`src/rtl/seq_pkg.sv`:
```
package seq_pkg;
  localparam int OP_W   = 4;
  localparam int CW_W   = 12;
  localparam int NSTATE = 6;

  localparam logic [OP_W-1:0] OP_LOAD = 4'b0000;
  localparam logic [OP_W-1:0] OP_ADD  = 4'b0001;
  localparam logic [OP_W-1:0] OP_SUB  = 4'b0010;
  localparam logic [OP_W-1:0] OP_SHOW = 4'b1110;
  localparam logic [OP_W-1:0] OP_STOP = 4'b1111;

  // control line positions
  localparam int B_PC_INC  = 11;
  localparam int B_PC_DRV  = 10;
  localparam int B_MAR_N   = 9;
  localparam int B_RD_N    = 8;
  localparam int B_IR_N    = 7;
  localparam int B_OPND_N  = 6;
  localparam int B_ACC_N   = 5;
  localparam int B_ACC_DRV = 4;
  localparam int B_SUB     = 3;
  localparam int B_ALU_DRV = 2;
  localparam int B_B_N     = 1;
  localparam int B_OUT_N   = 0;

  // all active-low lines high, active-high lines low
  localparam logic [CW_W-1:0] CW_IDLE = 12'h3E3;

  // ring positions
  localparam int S_T1 = 0;
  localparam int S_T2 = 1;
  localparam int S_T3 = 2;
  localparam int S_T4 = 3;
  localparam int S_T5 = 4;
  localparam int S_T6 = 5;
endpackage

```
`src/rtl/seq_ring.sv`:
```
module seq_ring #(
  parameter int N = 6
) (
  input  logic         clk,
  input  logic         rst,
  input  logic         adv,
  output logic [N-1:0] ring_q
);
  localparam logic [N-1:0] RING_INIT = {{(N-1){1'b0}}, 1'b1};

  always_ff @(posedge clk) begin
    if (rst)
      ring_q <= RING_INIT;
    else if (adv)
      ring_q <= {ring_q[N-2:0], ring_q[N-1]};
  end

  // exactly one timing state active
  p_ring_onehot_r1: assert property (@(posedge clk) disable iff (rst)
    $countones(ring_q) == 1);

  // a frozen ring holds its position
  p_ring_freeze_r8: assert property (@(posedge clk) disable iff (rst)
    !adv |=> $stable(ring_q));
endmodule

```
`src/rtl/seq_halt.sv`:
```
module seq_halt
  import seq_pkg::*;
(
  input  logic            clk,
  input  logic            rst,
  input  logic            in_t4,
  input  logic [OP_W-1:0] opcode,
  output logic            hold_n
);
  logic stop_hit;
  assign stop_hit = in_t4 && (opcode == OP_STOP);

  always_ff @(posedge clk) begin
    if (rst)
      hold_n <= 1'b1;
    else if (stop_hit)
      hold_n <= 1'b0;
  end

  // once halted, stays halted until reset
  p_halt_sticky_r8: assert property (@(posedge clk) disable iff (rst)
    !hold_n |=> !hold_n);
endmodule

```
`src/rtl/seq_decode.sv`:
```
module seq_decode
  import seq_pkg::*;
#(
  parameter int N = NSTATE
) (
  input  logic [N-1:0]    ring,
  input  logic [OP_W-1:0] opcode,
  input  logic            hold_n,
  output logic [CW_W-1:0] ctrl
);
  logic is_load, is_arith, is_sub, is_show;

  always_comb begin
    is_load  = (opcode == OP_LOAD);
    is_sub   = (opcode == OP_SUB);
    is_arith = (opcode == OP_ADD) || is_sub;
    is_show  = (opcode == OP_SHOW);
  end

  always_comb begin
    ctrl = CW_IDLE;
    if (hold_n) begin
      if (ring[S_T1]) begin
        ctrl[B_PC_DRV] = 1'b1;
        ctrl[B_MAR_N]  = 1'b0;
      end
      if (ring[S_T2])
        ctrl[B_PC_INC] = 1'b1;
      if (ring[S_T3]) begin
        ctrl[B_RD_N] = 1'b0;
        ctrl[B_IR_N] = 1'b0;
      end
      if (ring[S_T4]) begin
        if (is_load || is_arith) begin
          ctrl[B_OPND_N] = 1'b0;
          ctrl[B_MAR_N]  = 1'b0;
        end
        if (is_show) begin
          ctrl[B_ACC_DRV] = 1'b1;
          ctrl[B_OUT_N]   = 1'b0;
        end
      end
      if (ring[S_T5]) begin
        if (is_load) begin
          ctrl[B_RD_N]  = 1'b0;
          ctrl[B_ACC_N] = 1'b0;
        end
        if (is_arith) begin
          ctrl[B_RD_N] = 1'b0;
          ctrl[B_B_N]  = 1'b0;
        end
      end
      if (ring[S_T6] && is_arith) begin
        ctrl[B_ALU_DRV] = 1'b1;
        ctrl[B_ACC_N]   = 1'b0;
        ctrl[B_SUB]     = is_sub;
      end
    end
  end
endmodule

```
`src/rtl/ring_sequencer.sv`:
```
module ring_sequencer
  import seq_pkg::*;
(
  input  logic            clk,
  input  logic            rst,
  input  logic [OP_W-1:0] opcode,
  output logic [CW_W-1:0] ctrl_word,
  output logic            hold_n
);
  logic [NSTATE-1:0] ring;
  logic              adv;

  assign adv = hold_n && !(ring[S_T4] && opcode == OP_STOP);

  seq_ring #(.N(NSTATE)) ring_i (
    .clk(clk), .rst(rst), .adv(adv), .ring_q(ring)
  );

  seq_halt halt_i (
    .clk(clk), .rst(rst), .in_t4(ring[S_T4]), .opcode(opcode), .hold_n(hold_n)
  );

  seq_decode #(.N(NSTATE)) dec_i (
    .ring(ring), .opcode(opcode), .hold_n(hold_n), .ctrl(ctrl_word)
  );

  // after the last execute state, fetch restarts at T1
  p_wrap_r1: assert property (@(posedge clk) disable iff (rst)
    (hold_n && ring[S_T6]) |=> ctrl_word == 12'h5E3);

  // PC increment is a single-cycle pulse
  p_inc_pulse_r3: assert property (@(posedge clk) disable iff (rst)
    ctrl_word[B_PC_INC] |=> !ctrl_word[B_PC_INC]);

  // halted machine asserts nothing
  p_halt_quiet_r8: assert property (@(posedge clk) disable iff (rst)
    !hold_n |-> ctrl_word == CW_IDLE);

  // reset leaves the machine running at T1
  p_reset_r10: assert property (@(posedge clk)
    $past(rst) |-> (hold_n && ctrl_word == 12'h5E3));
endmodule

```
`config.mk`:
```
export PLATFORM = sky130hd
export DESIGN_NAME = ring_sequencer
export DESIGN_NICKNAME = d
export VERILOG_FILES = /design/src/rtl/seq_pkg.sv /design/src/rtl/seq_ring.sv /design/src/rtl/seq_halt.sv /design/src/rtl/seq_decode.sv /design/src/rtl/ring_sequencer.sv
export SDC_FILE = /design/constraint.sdc
export NUM_CORES = 1
export LEC_CHECK = 0
export BUFFER_PORTS_ARGS = -buffer_cell sky130_fd_sc_hd__buf_2
export CAP_MARGIN = 0
export CORE_AREA = 2 2 39 41
export DETAILED_ROUTE_END_ITERATION = 8
export DIE_AREA = 0 0 41 43
export HOLD_SLACK_MARGIN = 0.12
export PLACE_DENSITY = 0.59
export SLEW_MARGIN = 20
export SYNTH_ARGS = -nofsm -noshare
export SYNTH_HDL_FRONTEND = slang
export SYNTH_HIERARCHICAL = 1
export SYNTH_SLANG_ARGS = --single-unit
```
`constraint.sdc`:
```
create_clock -name clk -period 1.9 [get_ports clk]
set_input_delay 0 -clock clk [delete_from_list [all_inputs] [get_ports clk]]
set_output_delay 0 -clock clk [all_outputs]
set_load 0.1 [all_outputs]
```
==> reports/results.ini <==
[power_and_ir_drop]
power.density_nw_per_um2 = 650.9
total_power_w = 0.0003991
ir_worst_vdd_mv = 0.3741
power.leakage_nw = 0.2903

[worst_setup_path]
critPathMaxFanout = 6
crit_arrival_ns = 1.75
required_ns = 1.90
rr_endpoint = ring_i/ring_q[0]
startpoint = opcode[3]
worstSetupPathType = input port to output pin
r2r-start = ring_i/ring_q[3]
cp-end-kind = output pin
r2r_slack_ns = 0.64
start_kind = input port
cp-endpoint = ctrl_word[2]
reg2reg_depth = 3

[placement]
placed_cells = 82
numPortBuffers = 18
hpwl_um = 687.5
place.gp.congestion = 0.6264

[clock_network]
cts_root_buffer = clkbuf_4
numCtsBuffers = 3
tritoncts = built
htree_levels = 1
post_cts_buffers = 0
clock_sinks = 7
clock_path_buffers = 2
clock_latency_ns = 0.25
clk_pin_slew_worst_paths_ns = 0.05

[sta]
fmax_ghz = 0.5724
maxSlewViolCount = 0
skew_ns = 0.0001706
post-route-period-util_pct = 91.95
finalHoldViolCount = 0
period_needed_ns = 1.747
worst_slew_pin_slew_ns = 0.4906
rsz0062_at_grt = no
max_slew_margin_pct = 67.52
setup_violations = 0

[logic_synthesis]
synthTopCellsByCount = dfxtp_1, nor2_1, mux2i_1, nand2_1, nand3_1
synth.top_cells.by_area = dfxtp_1, mux2i_1, nor2_1
synthCells = 49
synth_enable_flop_cells = 0
synth_top_area_share_pct = 33.73
async_reset_ff_share_pct = 0
syn_nets = 55
yosysWarningCount = 6
synth-seq-cells = 7
post_synth_num_cell_types = 25
syn_area_um2 = 415.4
synth_area_per_cell_um2 = 8.478
yosysSeqAreaShare_pct = 33.73
synth_top_area_cell = dfxtp_1
ys.flop_type = dfxtp_1

[worst_hold_path]
hp-class = flip-flop to flip-flop
min_path_cells = 2

[routing]
wl_per_cell_um = 10.58
dr.pass1.iters = 4
drt-initial-drc-count = 7
wirelength_um = 963
postRouteAntennaNets = 0
dr_total_vias = 429
vias_per_cell = 4.714
remaining_drc_errors = 0

[global_routing]
grt.total_usage_pct = 11.86
antenna_found_initial = 0
grt_start_max_net_pins = 12
grt-ovfl-total = 0
grt_pass1_wl_mm = 1.373
grt_pass1_vias = 360

[die]
initial_utilization_pct = 30.02
rows = 14
die_w_um = 41
core-area_um2 = 1384
die-area_um2 = 1763
pin_count = 19
die_h_um = 43

[cells_and_area]
n_antenna_cell = 0
finish.utilization_pct = 44.30
final_cells = 91
drive_above_1_share_pct = 41.33
synthToLayoutAreaGrowth_pct = 47.59
fin_nets = 82

[job]
drv_cap = 0

[status]
status = complete, no violations

==> area by class of cell <==
type	count	area, um2
Timing Repair Buffer	23	142.6
Multi-Input combinational cell	41	282.8
Tap cell	16	20.02
Fill cell	143	770.7
Clock buffer	4	26.28
Sequential cell	7	141.4
==> routing by layer <==
metal / track usage (%) / vias to the layer above / routed length, um
met2: 18.13 / 9 / 481
li1: - / 227 / -
met4: 10.00 / 0 / 0
met1: 12.58 / 193 / 445
met5: 0 / - / 0
met3: 3.141 / 0 / 36
==> flip-flops by register name, summed over array words and instances (netlist names) <==
| name | count |
|---|---|
| halt_i/hold_n | 1 |
| ring_i/ring_q | 6 |
==> timing repair <==
item,4_1_cts,5_1_grt
hold endpoints to repair,7,0
setup endpoints to repair,0,1
hold buffers,5,0
gates resized for setup,0,1
==> report_power, final <==
part           switching [W]  internal [W]  leakage [nW]
clock              0.0000562     0.0000802        0.0150
combinational      0.0000768     0.0000290         0.218
sequential        0.00000499      0.000152        0.0569
==> logic make-up (layout without fill, tap and decap cells) <==
| group | after synthesis | count (layout) | share of synthesized area (%) |
|---|---|---|---|
| xor gates and xnor gates | 1 | 1 | 2.109 |
| DFF | 7 | 7 | 33.73 |
| muxes | 6 | 6 | 14.76 |
| and+or+nand+nor | 26 | 26 | 33.14 |
| AOI/OAI and AO/OA | 8 | 8 | 13.56 |
| buffers and inverters | 1 | 27 | 2.711 |
==> metrics by stage <==
step	cell area, um2	worst slack [ns]	TNS (ns)	hold slack [ns]
6_report	613.1	0.1529	0	0.5274
4_1_cts	610.6	0.04911	0	0.5248
3_5_place_dp	534.3	0.3454	0	0.2811
2_1_floorplan	435.4	-0.1018	-0.1018	0.07238
5_1_grt	613.1	0.06739	0	0.5533
3_3_place_gp	534.3	0.3622	0	0.2786
==> worst max-delay path, cell delays in order <==
cell	delay, ns
dlygate4sd3_1	0.53
buf_2	0.15
or3b_1	0.45
nor2_1	0.16
and2_2	0.15
clkbuf_4	0.32
==> cells in the final DEF, fill, tap and decap left out, drive strengths merged, types with 2 or more instances in the layout <==
master | netlist | final
and2 | 3 | 3
clkbuf | 0 | 5
nand3 | 4 | 4
nor2 | 7 | 7
dlygate4sd3 | 0 | 5
nand2 | 5 | 5
and3 | 2 | 2
mux2i | 5 | 5
dfxtp | 7 | 7
buf | 1 | 17
nor2b | 2 | 2
==> worst min path at each step <==
stage,startpoint,end,slack (ns)
detailed placement,rst,ring_i/ring_q[1],0.28
finish,ring_i/ring_q[0],ring_i/ring_q[1],0.53
floorplan,rst,ring_i/ring_q[1],0.07
global placement,rst,ring_i/ring_q[1],0.28
global route,ring_i/ring_q[0],ring_i/ring_q[1],0.55
CTS,ring_i/ring_q[0],ring_i/ring_q[1],0.52
Power figures use the tool's default switching activity.
